[config.mk]
export PLATFORM = sky130hd
export DESIGN_NAME = alarm_filter_status
export DESIGN_NICKNAME = d
export VERILOG_FILES = /design/src/rtl/alarm_filter_status.sv
export SDC_FILE = /design/constraint.sdc
export NUM_CORES = 1
export LEC_CHECK = 0
export BUFFER_PORTS_ARGS = -buffer_cell sky130_fd_sc_hd__buf_4
export CORE_MARGIN = 5
export CORE_UTILIZATION = 60
export CTS_BUF_LIST = sky130_fd_sc_hd__clkbuf_4 sky130_fd_sc_hd__clkbuf_8
export DETAILED_ROUTE_END_ITERATION = 8
export PLACE_DENSITY_LB_ADDON = 0.15
export RECOVER_POWER = 100
export SLEW_MARGIN = 20
export SYNTH_ARGS = -nofsm -noshare
export SYNTH_HDL_FRONTEND = slang
export SYNTH_SLANG_ARGS = --single-unit
[constraint.sdc]
create_clock -name clk -period 8.8 [get_ports clk]
set_input_delay 0.88 -clock clk [delete_from_list [all_inputs] [get_ports clk]]
set_output_delay 0.88 -clock clk [all_outputs]
set_load 0.02 [all_outputs]
[src/rtl/alarm_filter_status.sv]
module alarm_filter_status #(
  parameter int CH = 8,
  parameter int NW = 4,
  parameter int DW = 16,
  parameter int AW = 2
) (
  input  logic          clk,
  input  logic          rst_n,
  input  logic          conv_done,
  input  logic [CH-1:0] oor_flags,
  input  logic          reg_wr,
  input  logic          reg_rd,
  input  logic [AW-1:0] reg_addr,
  input  logic [DW-1:0] reg_wdata,
  output logic [DW-1:0] reg_rdata,
  output logic          alarm_n
);
  localparam int CW = NW + 1;
  localparam int NLSB = 4;
  localparam int SRST = DW - 1;
  localparam logic [AW-1:0] A_CTRL = AW'(0);
  localparam logic [AW-1:0] A_EN   = AW'(1);
  localparam logic [AW-1:0] A_STAT = AW'(2);
  localparam logic [CW-1:0] CMAX = CW'(1) << NW;

  logic          latch_dis;
  logic [NW-1:0] ncfg;
  logic [CH-1:0] en;
  logic [CH-1:0] stat;
  logic [CH-1:0] stat_nxt;
  logic          clr_pend;

  wire [CW-1:0] nval    = CW'(ncfg) + CW'(1);
  wire          ctrl_wr = reg_wr && (reg_addr == A_CTRL);
  wire          sw_rst  = ctrl_wr && reg_wdata[SRST];
  wire          stat_rd = reg_rd && (reg_addr == A_STAT);

  assign alarm_n = ~|(stat & en);

  for (genvar g = 0; g < CH; g++) begin : g_ch
    logic [CW-1:0] cnt;
    logic [CW-1:0] cnt_nxt;
    logic          act;

    always_comb begin
      cnt_nxt = cnt;
      if (conv_done) begin
        if (!oor_flags[g])     cnt_nxt = '0;
        else if (cnt >= nval)  cnt_nxt = nval;
        else                   cnt_nxt = cnt + CW'(1);
      end
    end

    assign act = cnt_nxt >= nval;
    assign stat_nxt[g] = latch_dis ? act
                       : ((stat[g] && !(clr_pend && !act)) || (conv_done && act));

    always_ff @(posedge clk or negedge rst_n)
      if (!rst_n)      cnt <= '0;
      else if (sw_rst) cnt <= '0;
      else             cnt <= cnt_nxt;

    AST_CNT_BOUND: assert property (@(posedge clk) disable iff (!rst_n)
      cnt <= CMAX);
  end

  always_ff @(posedge clk or negedge rst_n) begin
    if (!rst_n) begin
      latch_dis <= 1'b0;
      ncfg      <= '0;
      en        <= '0;
      stat      <= '0;
      clr_pend  <= 1'b0;
      reg_rdata <= '0;
    end else begin
      clr_pend <= stat_rd;
      stat     <= sw_rst ? '0 : stat_nxt;
      if (ctrl_wr) begin
        latch_dis <= reg_wdata[0];
        ncfg      <= reg_wdata[NLSB +: NW];
      end
      if (reg_wr && reg_addr == A_EN) en <= reg_wdata[CH-1:0];
      if (reg_rd) begin
        reg_rdata <= '0;
        case (reg_addr)
          A_CTRL: begin
            reg_rdata[0]         <= latch_dis;
            reg_rdata[NLSB +: NW] <= ncfg;
          end
          A_EN:   reg_rdata[CH-1:0] <= en;
          A_STAT: reg_rdata[CH-1:0] <= stat;
          default: ;
        endcase
      end
    end
  end

  AST_SET_NEEDS_EVENT: assert property (@(posedge clk) disable iff (!rst_n)
    (|(stat & ~$past(stat))) |-> ($past(conv_done) || $past(reg_wr)));

  AST_LATCH_HOLD: assert property (@(posedge clk) disable iff (!rst_n)
    (!latch_dis && !clr_pend && !reg_wr) |=> ((stat & $past(stat)) == $past(stat)));

  AST_UNLATCH_DROP: assert property (@(posedge clk) disable iff (!rst_n)
    (latch_dis && conv_done && !reg_wr) |=> ((stat & ~$past(oor_flags)) == '0));

  AST_RSVD_ZERO: assert property (@(posedge clk) disable iff (!rst_n)
    ($past(reg_rd) && $past(reg_addr) == A_CTRL)
      |-> (reg_rdata[DW-1:NLSB+NW] == '0 && reg_rdata[NLSB-1:1] == '0));

  AST_SWRST_CLEAR: assert property (@(posedge clk) disable iff (!rst_n)
    $past(sw_rst) |-> (stat == '0));
endmodule

==> results_tabular.tex <==
\begin{tabular}{lr}
\hline
Metric & Value \\
\hline
\multicolumn{2}{l}{\textbf{Clock network}} \\
\quad Clk slew on worst S/H paths & 0.09 ns \\
\quad Total clock sinks & 70 \\
\quad TritonCTS clock tree & built \\
\quad Setup fix buffers added after clock tree synthesis & 0 \\
\quad Number of buffers created by CTS & 9 \\
\quad Level count of the clock H-tree & 3 \\
\quad CTS Root Buffer Type & clkbuf\_8 \\
\quad Number of hold buffers added after CTS & 0 \\
\quad Clk Latency, worst-skew pair & 0.36 ns \\
\quad Number of gates resized after CTS & 0 \\
\quad CTS max path bufs & 2 \\
\multicolumn{2}{l}{\textbf{Critical path}} \\
\quad Worst R2R End & stat[1] \\
\quad CP Max Fanout & 15 \\
\quad Critical Path Sink Type & register \\
\quad Launching element type of the critical path & register \\
\quad Data arrival time of the critical path & 6.26 ns \\
\quad Start-to-end type of the worst setup path & register to register \\
\quad Required time at the worst-slack endpoint & 9.05 ns \\
\quad Count of cells along the worst register-to-register path & 16 \\
\quad FF-to-FF setup slack & 2.79 ns \\
\quad Reg2reg start & ncfg[0] \\
\multicolumn{2}{l}{\textbf{Hold path}} \\
\quad Hold WC Path Type & register to register \\
\quad Hold Crit Endpoint & reg\_rdata[5] \\
\quad Worst hold path depth & 2 \\
\quad Startpoint of the tightest hold check path & reg\_rdata[5] \\
\multicolumn{2}{l}{\textbf{Final layout}} \\
\quad Relative area change from synthesis to final layout & 5.60\% \\
\quad Number of fill cells & 840 \\
\quad Nets & 808 \\
\quad Commonest cells after routing, fill and taps aside & dfrtp\_1, ha\_1, nand2\_1, nor2\_1, nand3\_1 \\
\quad Leading cell type in the layout, fill and taps excluded & dfrtp\_1 \\
\quad \# diodes & 0 \\
\quad Share of cells above drive strength 1 & 0.0936 \\
\multicolumn{2}{l}{\textbf{Die}} \\
\quad Die Area & 0.0122 mm2 \\
\quad Horiz. Die Dim & 110 um \\
\quad Core outline area & 0.00982 mm2 \\
\quad Boundary pin count & 48 \\
\quad Cell Rows & 36 \\
\quad Starting density of the core & 0.617 \\
\quad Height of the die & 110 um \\
\multicolumn{2}{l}{\textbf{Job}} \\
\quad Max-Cap Viols & 1 \\
\multicolumn{2}{l}{\textbf{Logic synthesis}} \\
\quad Proportion of synthesized chip area in sequential cells & 0.289 \\
\quad Post-synth top area share & 0.289 \\
\quad Number of enable-type register cells in the synthesized netlist & 0 \\
\quad Share of async-settable or async-resettable flops after synthesis & 1.00 \\
\quad Area of the mapped netlist & 0.00606 mm2 \\
\quad Post-synthesis average cell area & 8.69 um2 \\
\quad Count of mapped cells out of synthesis & 697 \\
\quad Number of flip-flops and latches in the synthesized netlist & 70 \\
\quad Leading area contributor after synthesis & dfrtp\_1 \\
\quad Ranking of synthesized cells by area & dfrtp\_1, ha\_1, nand2\_1 \\
\quad Count of different cell masters after synthesis & 80 \\
\quad Commonest register cell after synthesis & dfrtp\_1 \\
\quad Yosys warning count & 0 \\
\multicolumn{2}{l}{\textbf{STA}} \\
\quad Setup repair after global routing missed its margin & false \\
\quad Final Max Tran Viols & 71 \\
\quad Post-route fraction of the period consumed by the critical path & 0.683 \\
\quad Headroom to the max-slew limit & -1.62 \\
\quad Worst-Margin Slew & 3.92 ns \\
\quad Post-layout minimum cycle time & 6.01 ns \\
\quad Number of setup violations in the final report & 0 \\
\quad Count of endpoints failing hold in the final timing report & 0 \\
\quad Setup TNS & 0 ns \\
\quad Fmax & 166 MHz \\
\quad Skew final & 0.0123 ns \\
\multicolumn{2}{l}{\textbf{Pwr}} \\
\quad Power, Total & 0.00185 W \\
\quad Total power density per cell area & 289 mW/mm2 \\
\quad Total leakage power & 2.88 nW \\
\quad Maximum resistive drop on vdd & 0.178 mV \\
\multicolumn{2}{l}{\textbf{Drt}} \\
\quad Antenna-violating nets left & 0 \\
\quad Overall via count from detail\_route & 5549 \\
\quad Initial DRC Count & 421 \\
\quad DRC errors left & 0 \\
\quad Length of the first detailed-routing pass in iterations & 6 \\
\quad Vias per cell & 6.54 \\
\quad Drt wl/cell & 18.4 um \\
\quad Total Routed Length & 15600 um \\
\multicolumn{2}{l}{\textbf{Global route}} \\
\quad Initial antenna violation count & 0 \\
\quad Tot GR Track Use & 0.252 \\
\quad Grt ovf & 0 \\
\quad Maximum number of pins on one net before global-route repair & 71 \\
\quad Vias in the first global route & 5377 \\
\quad First-pass GRT wire length & 25800 um \\
\multicolumn{2}{l}{\textbf{Placed design}} \\
\quad Port Buf Inserts & 32 \\
\quad Sum of net half-perimeters after detailed placement & 10700 um \\
\quad Routability-driven placement congestion ratio & 0.905 \\
\multicolumn{2}{l}{\textbf{Run status}} \\
\quad Status & finished, violations left \\
\quad Violations in the final reports & capacitance limit, slew limit \\
\hline
\end{tabular}
## cells in the mapped netlist, drive strengths merged, types with 5 or more instances
library cell and instances:
nand2 60, and2 17, mux2i 16, o211ai 5, nand2b 20, nor3 11, or3 8, nand3 39
a31oi 17, o2bb2ai 6, a21o 15, o21a 5, xor2 5, o21ai 39, dfrtp 70, inv 36
clkbuf 27, nor2 41, ha 66, maj3 8, mux2 14, nand3b 5, and3 10, a222oi 5
nand4 6, buf 15, o22ai 14, a22oi 19, a21oi 39, a211oi 5
## state kept, by name (all words and copies together) (netlist names)
signal     cells
ncfg           4
stat           8
g_ch.cnt      40
reg_rdata      8
en             8
clr_pend       1
latch_dis      1
## cells by family after synthesis
| family | Yosys count | synth area share |
|---|---|---|
| AOI/OAI and AO/OA | 202 | 0.240 |
| xor gates and xnor gates | 6 | 0.0130 |
| adders and majority gates | 74 | 0.150 |
| buffers and inverters | 79 | 0.0589 |
| DFF | 70 | 0.289 |
| muxes | 30 | 0.0531 |
| other | 1 | 0.000619 |
| and+or+nand+nor | 235 | 0.195 |
## through the flow
stage | cell area, um2 | worst slack, ns | instances | hold WS (ns) | utilization
floorplan | 6080 | 4.86 | 704 | 0.503 | -
detailed placement | 6320 | 3.88 | 833 | 0.528 | 0.644
finish | 6400 | 2.79 | 849 | 0.535 | 0.652
global route | 6400 | 2.34 | 849 | 0.568 | 0.652
global placement | 6320 | 3.96 | 833 | 0.520 | 0.644
CTS | 6530 | 3.85 | 849 | 0.542 | 0.665
## layout make-up
type | instances | area (um2) | area share
flip-flops and latches | 70 | 1750 | 0.274
well taps | 133 | 166 | 0.0260
repair buffers | 38 | 236 | 0.0370
clock inverters | 7 | 80.1 | 0.0125
multi-input cells | 555 | 3900 | 0.609
inverters | 37 | 143 | 0.0223
clock buffers | 9 | 124 | 0.0194
## power breakdown
group | internal (W) | leakage (nW) | switching [W]
logic | 0.000450 | 1.87 | 0.000580
clock network | 0.000134 | 0.0964 | 0.000143
registers | 0.000414 | 0.915 | 0.000127
## worst max-delay path, cell delays in order, from the launching register on
cell and delay (ns):
dfrtp_1 0.73, ha_1 0.52, inv_1 0.32, clkbuf_1 0.66
ha_1 0.37, a21o_1 0.16, maj3_1 0.36, o22ai_1 0.90
mux2i_1 0.18, a22oi_1 0.25, ha_1 0.27, nand2b_1 0.14
a21o_1 0.21, maj3_1 0.32, a21oi_1 0.15, a311oi_1 0.07
a32o_1 0.29
## worst max-delay path by stage
stage	startpoint	to	slack [ns]	depth (start not counted)
2_1_floorplan	ncfg[0]	stat[1]	4.86	16
3_3_place_gp	ncfg[0]	stat[1]	3.96	16
3_5_place_dp	ncfg[0]	stat[1]	3.88	16
4_1_cts	ncfg[0]	stat[6]	3.85	18
5_1_grt	ncfg[0]	stat[1]	2.34	16
6_report	ncfg[0]	stat[1]	2.79	16
## per-layer routing
| layer | GRT usage | vias up | share of wire |
|---|---|---|---|
| li1 | - | 2596 | - |
| met1 | 0.336 | 2635 | 0.41 |
| met2 | 0.408 | 275 | 0.46 |
| met3 | 0.0460 | 43 | 0.096 |
| met4 | 0.0911 | 0 | 0.026 |
| met5 | 0 | - | 0 |
Note: power is estimated with default switching activity, not from simulation.
